==> src/rtl/syscnt_pkg.sv <==
package syscnt_pkg;

  localparam int unsigned BUS_W = 32;

  localparam logic [7:0] OFS_CTRL   = 8'h00;
  localparam logic [7:0] OFS_CNT_LO = 8'h08;
  localparam logic [7:0] OFS_CNT_HI = 8'h0C;
  localparam logic [7:0] OFS_CMP_LO = 8'h10;
  localparam logic [7:0] OFS_CMP_HI = 8'h14;

  localparam int unsigned BIT_ARM  = 0;
  localparam int unsigned BIT_FLAG = 2;

  typedef enum logic [2:0] {
    SEL_NONE,
    SEL_CTRL,
    SEL_CNT_LO,
    SEL_CNT_HI,
    SEL_CMP
  } sel_e;

  function automatic sel_e decode_sel(input logic [7:0] a);
    sel_e s;
    case (a)
      OFS_CTRL:               s = SEL_CTRL;
      OFS_CNT_LO:             s = SEL_CNT_LO;
      OFS_CNT_HI:             s = SEL_CNT_HI;
      OFS_CMP_LO, OFS_CMP_HI: s = SEL_CMP;
      default:                s = SEL_NONE;
    endcase
    return s;
  endfunction

endpackage

==> src/rtl/syscnt_counter.sv <==
module syscnt_counter #(
  parameter int unsigned CNT_W       = 56,
  parameter logic [63:0] CNT_RST_VAL = 64'd0
) (
  input  logic             clk,
  input  logic             rst,
  input  logic             tick_i,
  output logic [CNT_W-1:0] cnt_o
);

  localparam logic [CNT_W-1:0] RST_CNT = CNT_RST_VAL[CNT_W-1:0];

  logic [CNT_W-1:0] cnt_q;

  always_ff @(posedge clk) begin
    if (rst) begin
      cnt_q <= RST_CNT;
    end else if (tick_i) begin
      cnt_q <= cnt_q + CNT_W'(1);
    end
  end

  assign cnt_o = cnt_q;

endmodule

==> src/rtl/syscnt_regs.sv <==
module syscnt_regs
  import syscnt_pkg::*;
#(
  parameter int unsigned CNT_W  = 56,
  parameter int unsigned CMP_W  = 64,
  parameter int unsigned ADDR_W = 5
) (
  input  logic              clk,
  input  logic              rst,
  input  logic              wr_en_i,
  input  logic              rd_en_i,
  input  logic [ADDR_W-1:0] addr_i,
  input  logic [BUS_W-1:0]  wdata_i,
  input  logic [CNT_W-1:0]  cnt_i,
  input  logic              flag_i,
  output logic [BUS_W-1:0]  rd_data_o,
  output logic [CMP_W-1:0]  cmp_o,
  output logic              arm_q_o,
  output logic              arm_nxt_o,
  output logic              ack_o
);

  localparam int unsigned HI_W      = CNT_W - BUS_W;
  localparam int unsigned CMP_WORDS = CMP_W / BUS_W;

  logic [7:0]       addr8;
  sel_e             sel;
  logic             arm_q;
  logic             arm_nxt;
  logic             ctrl_wr;
  logic [HI_W-1:0]  hi_hold_q;
  logic [BUS_W-1:0] rd_mux;
  logic [BUS_W-1:0] cmp_w [CMP_WORDS];

  assign addr8   = 8'(addr_i);
  assign sel     = decode_sel(addr8);
  assign ctrl_wr = wr_en_i && (sel == SEL_CTRL);

  // Arm bit: next value is visible to the compare stage for aligned irq
  always_comb begin
    arm_nxt = arm_q;
    if (ctrl_wr) begin
      arm_nxt = wdata_i[BIT_ARM];
    end
  end

  always_ff @(posedge clk) begin
    if (rst) begin
      arm_q <= 1'b0;
    end else begin
      arm_q <= arm_nxt;
    end
  end

  assign ack_o     = ctrl_wr && !wdata_i[BIT_ARM];
  assign arm_q_o   = arm_q;
  assign arm_nxt_o = arm_nxt;

  // Threshold words, one register per bus word
  for (genvar w = 0; w < CMP_WORDS; w++) begin : g_cmp
    localparam logic [7:0] WORD_OFS = 8'(OFS_CMP_LO + 8'(4 * w));
    always_ff @(posedge clk) begin
      if (rst) begin
        cmp_w[w] <= '0;
      end else if (wr_en_i && (addr8 == WORD_OFS)) begin
        cmp_w[w] <= wdata_i;
      end
    end
    assign cmp_o[w*BUS_W +: BUS_W] = cmp_w[w];
  end

  // Upper count bits captured on a low-word read
  always_ff @(posedge clk) begin
    if (rst) begin
      hi_hold_q <= '0;
    end else if (rd_en_i && (sel == SEL_CNT_LO)) begin
      hi_hold_q <= cnt_i[CNT_W-1:BUS_W];
    end
  end

  always_comb begin
    rd_mux = '0;
    case (sel)
      SEL_CTRL: begin
        rd_mux[BIT_ARM]  = arm_q;
        rd_mux[BIT_FLAG] = flag_i;
      end
      SEL_CNT_LO: rd_mux = cnt_i[BUS_W-1:0];
      SEL_CNT_HI: rd_mux = BUS_W'(hi_hold_q);
      SEL_CMP: begin
        for (int w = 0; w < CMP_WORDS; w++) begin
          if (addr8 == 8'(OFS_CMP_LO + 8'(4 * w))) begin
            rd_mux = cmp_w[w];
          end
        end
      end
      default: rd_mux = '0;
    endcase
  end

  always_ff @(posedge clk) begin
    if (rst) begin
      rd_data_o <= '0;
    end else if (rd_en_i) begin
      rd_data_o <= rd_mux;
    end
  end

endmodule

==> src/rtl/syscnt_compare.sv <==
module syscnt_compare #(
  parameter int unsigned CNT_W = 56,
  parameter int unsigned CMP_W = 64
) (
  input  logic             clk,
  input  logic             rst,
  input  logic [CNT_W-1:0] cnt_i,
  input  logic [CMP_W-1:0] cmp_i,
  input  logic             arm_q_i,
  input  logic             arm_nxt_i,
  input  logic             ack_i,
  output logic             flag_o,
  output logic             irq_o
);

  logic hit;
  logic flag_q;
  logic flag_nxt;
  logic irq_q;

  assign hit = (CMP_W'(cnt_i) >= cmp_i);

  // Clear wins over set; flag is sticky otherwise
  always_comb begin
    if (ack_i) begin
      flag_nxt = 1'b0;
    end else if (flag_q) begin
      flag_nxt = 1'b1;
    end else begin
      flag_nxt = arm_q_i && hit;
    end
  end

  always_ff @(posedge clk) begin
    if (rst) begin
      flag_q <= 1'b0;
      irq_q  <= 1'b0;
    end else begin
      flag_q <= flag_nxt;
      irq_q  <= flag_nxt && arm_nxt_i;
    end
  end

  assign flag_o = flag_q;
  assign irq_o  = irq_q;

endmodule

==> src/rtl/syscnt_timer.sv <==
module syscnt_timer
  import syscnt_pkg::*;
#(
  parameter int unsigned CNT_W       = 56,
  parameter int unsigned CMP_W       = 64,
  parameter int unsigned ADDR_W      = 5,
  parameter logic [63:0] CNT_RST_VAL = 64'd0
) (
  input  logic              clk,
  input  logic              rst,
  input  logic              tick_i,
  input  logic              wr_en_i,
  input  logic              rd_en_i,
  input  logic [ADDR_W-1:0] addr_i,
  input  logic [31:0]       wdata_i,
  output logic [31:0]       rd_data_o,
  output logic              irq_o
);

  logic [CNT_W-1:0] cnt_q;
  logic [CMP_W-1:0] cmp_q;
  logic             arm_q;
  logic             arm_nxt;
  logic             ack;
  logic             flag_q;

  syscnt_counter #(
    .CNT_W      (CNT_W),
    .CNT_RST_VAL(CNT_RST_VAL)
  ) u_cnt (
    .clk   (clk),
    .rst   (rst),
    .tick_i(tick_i),
    .cnt_o (cnt_q)
  );

  syscnt_regs #(
    .CNT_W (CNT_W),
    .CMP_W (CMP_W),
    .ADDR_W(ADDR_W)
  ) u_regs (
    .clk      (clk),
    .rst      (rst),
    .wr_en_i  (wr_en_i),
    .rd_en_i  (rd_en_i),
    .addr_i   (addr_i),
    .wdata_i  (wdata_i),
    .cnt_i    (cnt_q),
    .flag_i   (flag_q),
    .rd_data_o(rd_data_o),
    .cmp_o    (cmp_q),
    .arm_q_o  (arm_q),
    .arm_nxt_o(arm_nxt),
    .ack_o    (ack)
  );

  syscnt_compare #(
    .CNT_W(CNT_W),
    .CMP_W(CMP_W)
  ) u_cmp (
    .clk      (clk),
    .rst      (rst),
    .cnt_i    (cnt_q),
    .cmp_i    (cmp_q),
    .arm_q_i  (arm_q),
    .arm_nxt_i(arm_nxt),
    .ack_i    (ack),
    .flag_o   (flag_q),
    .irq_o    (irq_o)
  );

endmodule

==> config.mk <==
export PLATFORM = sky130hd
export DESIGN_NAME = syscnt_timer
export DESIGN_NICKNAME = d
export VERILOG_FILES = /design/src/rtl/syscnt_pkg.sv /design/src/rtl/syscnt_counter.sv /design/src/rtl/syscnt_regs.sv /design/src/rtl/syscnt_compare.sv /design/src/rtl/syscnt_timer.sv
export SDC_FILE = /design/constraint.sdc
export NUM_CORES = 1
export LEC_CHECK = 0
export BUFFER_PORTS_ARGS = -buffer_cell sky130_fd_sc_hd__buf_2
export CAP_MARGIN = 40
export CELL_PAD_IN_SITES_DETAIL_PLACEMENT = 1
export CELL_PAD_IN_SITES_GLOBAL_PLACEMENT = 2
export CORE_ASPECT_RATIO = 0.8
export CORE_MARGIN = 2
export CORE_UTILIZATION = 38
export DETAILED_ROUTE_END_ITERATION = 6
export PLACE_DENSITY_LB_ADDON = 0.1
export SLEW_MARGIN = 20
export SYNTH_ARGS = -nofsm -noshare
export SYNTH_HDL_FRONTEND = slang
export SYNTH_HIERARCHICAL = 1
export SYNTH_SLANG_ARGS = --single-unit
==> constraint.sdc <==
create_clock -name clk -period 4.11 [get_ports clk]
set_clock_uncertainty 0.2 [all_clocks]
set_input_delay 0.411 -clock clk [delete_from_list [all_inputs] [get_ports clk]]
set_output_delay 0.411 -clock clk [all_outputs]
set_load 0.05 [all_outputs]
After elaboration in Yosys (flattened, before gate mapping)
Memory sizes are Yosys's and may differ from the RTL's.
Cells that the tools add are included.
- add/subtract/negate cells: 1
- order comparisons: 1
- equal/unequal tests: 8
- muxes and demuxes: 20
- bitwise gates (word level): 2
- reductions and logical operators: 10
- operators with widths (kind ; count):
    $mux W32 ; 4
    $pmux W29 S3 ; 1
    $ge A56 B64 Y1 ; 1
    $add A56 B1 Y56 const B ; 1
    $pmux W3 S4 ; 1
    $mux W1 ; 11
    $eq A5 B4 Y1 const B ; 2
    $eq A5 B5 Y1 const B ; 2
    $logic_not A8 Y1 ; 1
    $pmux W1 S4 ; 2
    $logic_and A1 B1 Y1 ; 7
    $eq A3 B2 Y1 const B ; 2
    $eq A3 B1 Y1 const B ; 1
    $eq A3 B3 Y1 const B ; 1
    $pmux W1 S3 ; 1
    $or A1 B1 Y1 ; 2
    $reduce_or A2 Y1 ; 1
    $logic_not A1 Y1 ; 1
- bits in registers: 115
- memory bits (writable): 64
- memories kept: 1
- memory list (memory ; depth ; bits a word ; read ports ; clocked after memory_dff ; write ports ; RTL line ; RTL):
    u_regs.cmp_w ; 2 ; 32 ; 2 ; 0 ; 2 ; syscnt_regs.sv:33 ; logic [BUS_W-1:0] cmp_w [CMP_WORDS];

Longest topological paths before layout
- depth after elaboration: 8
- gate-level depth with buffers: 8
- gate-level depth less buffers: 8

Hierarchy
Netlist, hierarchy kept.
- by module, submodules not included (module ; times used ; cells an instance ; area an instance (um^2) ; sequential area each (um^2)):
    syscnt_regs ; 1 ; 477 ; 5396.4 ; 3062.9
    syscnt_counter ; 1 ; 326 ; 2690.1 ; 1121.1
    syscnt_compare ; 1 ; 210 ; 1491.4 ; 40.0

Worst setup path after synthesis
No wires, ideal clock.
- path kind: input port to flip-flop
- from: in addr_i[3]
- to: mem u_regs.cmp_w[0][0], enable pin
- library setup time: 0.428 ns
- arrival time: 2.822 ns
- data required time: 3.482 ns
- slack: 0.660 ns
- cell stages on the path: 5
- path buffers: 2
- cell sequence: buf_2 -> nor4b_4 -> clkbuf_1 -> nand2_1 -> o21bai_1
- RTL lines (what ; RTL line ; RTL):
    start: declaration ; syscnt_timer.sv:14 ; input logic [ADDR_W-1:0] addr_i,
    end: declaration ; syscnt_regs.sv:33 ;

Worst setup path in the final report
- from: reg u_cnt.cnt_q[21] (netlist: u_cnt/cnt_o[21])
- to: reg u_cnt.cnt_q[31] (netlist: u_cnt/cnt_o[31])
- longest elaborated chain between the ends: 1
- RTL lines (what ; RTL line ; RTL):
    start: declaration ; syscnt_counter.sv:13 ; logic [CNT_W-1:0] cnt_q;
    start signal: assignment ; syscnt_counter.sv:19 ; cnt_q <= cnt_q + CNT_W'(1);
    $add A56 B1 Y56 ; syscnt_counter.sv:19 ;
No other way between the ends.
A chain may end at the register's enable or synchronous reset.

==> key figures <==
Drt
  • Post-route ant nets: 0
  • Drt pass-1 iters: 5
  • Drt first-iter violations: 557
  • Vias/cell: 5.776
  • Wirelength per Cell: 23.60 µm
  • DRC errors left: 0
  • Vias: 8133
  • Routed WL: 33220 µm

Global route
  • Initial antenna violation count: 1
  • Largest net degree at the start of global routing: 57
  • Vias in the first global route: 8155
  • Remaining Overflow, GRT: 0
  • GRT Util Overall: 0.2542
  • First-pass GRT wire length: 50480 µm

Floorplanning
  • Initial core utilization: 0.3899
  • I/O pin count: 75
  • Die ar.: 26500 µm²
  • Vert. Die Dim: 146 µm
  • DIE WIDTH: 181.5 µm
  • Row cnt: 51
  • Core Footprint: 24570 µm²

Placed design
  • Port Buffer Count: 74
  • Total placed cells including tap cells: 1375
  • Detailed placer's ending HPWL: 24240 µm
  • Placer Congestion: 0.7878

Synth
  • Adder-cell share of the synthesized area: 0.07446
  • Post-Syn Nets: 1112
  • Flops & latches, synth: 179
  • Avg Inst Size Synth: 9.455 µm²
  • Main synth FF type: dfxtp_1
  • Seq/Total Area, Yosys: 0.4410
  • Synth Cell Area: 9578 µm²
  • Area share of the largest cell type after synthesis: 0.2404
  • Post-synthesis simple-gate area fraction: 0.2221
  • Combinational family with the most area after synthesis: simple AND/OR/NAND/NOR gates
  • Xor/xnor share of the synthesized area: 0.03292
  • Ranking of synthesized cells by area: dfxtp_1 (24%), edfxtp_1 (20%), ha_1 (7.4%)
  • Async SR Flop Fraction: 0
  • Area leader, netlist: dfxtp_1
  • EDFF count, synth: 64
  • Yosys cell types: 60
  • Ys Warns: 6
  • Multiplexer share of the synthesized area: 0.06101
  • Cells after Synth: 1013
  • Synth Area in Compound Gates: 0.1191

Clocking
  • Worst-path clk slew: 80 ps
  • Setup Buffers After CTS: 0
  • Num CTS Buffers: 17
  • # hold bufs at CTS: 0
  • Root buffer cell: clkbuf_16
  • CTS tree: yes
  • H-tree depth: 4
  • Resize count post-CTS: 0
  • Clock Sinks: 179
  • Clk Latency, worst-skew pair: 450 ps
  • CTS Buffer Depth: 2

Pwr
  • LEAKAGE: 4.328 nW
  • Clock Power Share: 0.437
  • Max VDD drop: 290.3 µV
  • Cell Int Power: 2.965 mW
  • Switch Pwr: 1.042 mW
  • Sequential share of power: 0.479
  • Power per cell area: 364.9 nW/µm²
  • Sw Share: 0.2600
  • Combinational Power Share: 0.084

Flow run
  • Total of max-cap violations: 0

STA
  • Worst slew pin tran: 835.5 ps
  • Max frequency: 355.8 MHz
  • Max Slew Vio Count: 0
  • Setup TNS: 0 ps
  • Worst relative slew slack: 0.4406
  • Unrepaired setup endpoints after global routing: no
  • Final setup violation count: 0
  • Hold Vio Cnt, Final: 0
  • Crit share post-route: 0.6839
  • Min Tclk post-route: 2811 ps

Critical path
  • CP Class: register to register
  • Worst r2r dst: u_cnt/cnt_o[31]$_SDFFE_PP0P_
  • Worst Path Arrival: 2970 ps
  • FF-to-FF path depth: 5
  • Startpoint Class: register
  • CP required: 4270 ps
  • Critical Path End Type: register
  • CP peak stage delay: 570 ps
  • Critical path's slowest cell: nor4b_1
  • Reg2reg start: u_cnt/cnt_o[21]$_SDFFE_PP0P_
  • Worst path cell trace: nand4_1 > nor2_1 > nor4b_1 > or3b_2 > a21oi_1
  • Max FO, Critical Path: 6
  • R2R setup slack: 1300 ps

Layout
  • # diodes: 0
  • Area growth from synthesis to layout: 14.64%
  • Final #Nets: 1176
  • Commonest non-fill, non-tap cell in the layout: dfxtp_1
  • Filler cells: 2797
  • Most frequent cells in the layout: dfxtp_1 (115), nor2_1 (78), a21oi_1 (76)
  • Fin cells: 1408
  • Sequential Area: 4224 µm²
  • Layout cell share with drive strength beyond 1: 0.1872
  • Area taken by multi-input logic gates: 4902 µm²

Run status
  • Outcome: complete, no violations

Worst hold path
  • Hold Crit Class: primary input to register
  • Hold EP: u_regs/cmp_w[0][7]$_SDFFCE_PN0P_
  • Hold_sp: wdata_i[7]
  • Hold path cells: 2
==> critical path, delay by kind of cell, from the launching register on <==
family / cells / cell delay [ps]
and+or+nand+nor: 4 / 1820
DFF: 1 / 560
AOI/OAI and AO/OA: 1 / 160
==> power groups by stage <==
stage / Sequential [mW] / Clock (mW) / Combinational [mW]
6_report: 1.92 / 1.75 / 0.336
5_1_grt: 1.93 / 1.85 / 0.362
4_1_cts: 1.92 / 1.78 / 0.335
3_5_place_dp: 1.96 / 0 / 0.334
3_3_place_gp: 1.96 / 0 / 0.325
2_1_floorplan: 1.99 / 0 / 0.166
==> worst max path at each step <==
stage	from	endpoint	slack [ps]	depth (start not counted)
floorplan	addr_i[3]	u_regs/cmp_w[0][0]$_SDFFCE_PN0P_	660	5
global placement	tick_i	u_cnt/cnt_o[41]$_SDFFE_PP0P_	1270	6
detailed placement	addr_i[1]	u_regs/cmp_w[0][14]$_SDFFCE_PN0P_	1380	5
CTS	u_cnt/cnt_o[21]$_SDFFE_PP0P_	u_cnt/cnt_o[31]$_SDFFE_PP0P_	1390	5
global route	u_cnt/cnt_o[6]$_SDFFE_PP0P_	u_cnt/cnt_o[50]$_SDFFE_PP0P_	1210	5
finish	u_cnt/cnt_o[21]$_SDFFE_PP0P_	u_cnt/cnt_o[31]$_SDFFE_PP0P_	1300	5
==> synthesized netlist by cell type (all sizes together), types with 2 or more instances <==
cell     number
nand4        36
clkbuf       42
nor4b         4
xnor2        14
dfxtp       115
a221oi       24
or2           9
or4          10
o2111ai       8
nand2        43
and2         68
a32oi         8
ha           57
nand3        48
nor2         78
nor3         33
o21ai        44
mux2         51
inv          67
or3          13
nand2b        5
a211oi        2
or4b          2
o31ai         4
nor2b         2
a21o          5
edfxtp       64
xor2         22
nor4         15
a21oi        76
o21a          2
and3          8
a31o          2
and4          6
buf          13
==> through the flow <==
stage,setup slack (ps),area [µm²],utilization,hold WS (ps),power (mW)
floorplan,660.1,9578,-,245.5,2.154
global placement,1267,10310,0.4195,261.0,2.284
detailed placement,1376,10360,0.4217,267.1,2.293
CTS,1386,10970,0.4465,30.01,4.033
global route,1207,10980,0.4470,31.19,4.143
finish,1299,10980,0.4470,45.19,4.007
==> routing by layer <==
| layer | routed length (µm) | track usage | vias up |
|---|---|---|---|
| met3 | 1985 | 0.05981 | 21 |
| met5 | 0 | 0 | - |
| met2 | 13580 | 0.3648 | 214 |
| met1 | 17380 | 0.3870 | 4100 |
| li1 | - | - | 3798 |
| met4 | 274 | 0.04797 | 0 |
==> cells by family after synthesis <==
| kind of cell | after synthesis |
|---|---|
| AO/OA/AOI/OAI | 184 |
| XOR/XNOR | 36 |
| adder cells (fa/ha/maj) | 57 |
| buffers and inverters | 122 |
| flip-flops | 179 |
| multiplexers | 52 |
| AND/OR/NAND/NOR | 383 |
==> state kept, by name, indices dropped and copies added, names as in the netlist <==
| register | count |
|---|---|
| u_regs/cmp_w | 64 |
| u_cmp/irq_o | 1 |
| u_regs/rd_data_o | 32 |
| u_regs/hi_hold_q | 24 |
| u_cnt/cnt_o | 56 |
| u_regs/arm_q_o | 1 |
| u_cmp/flag_o | 1 |
==> layout make-up <==
| cell class | instances | area share |
|---|---|---|
| Timing Repair Buffer | 100 | 0.05435 |
| Clock inverter | 12 | 0.01561 |
| Sequential cell | 179 | 0.3847 |
| Inverter | 67 | 0.02290 |
| Tap cell | 318 | 0.03624 |
| Clock buffer | 20 | 0.03977 |
| Multi-Input combinational cell | 712 | 0.4464 |
Note: power is estimated with default switching activity, not from simulation.
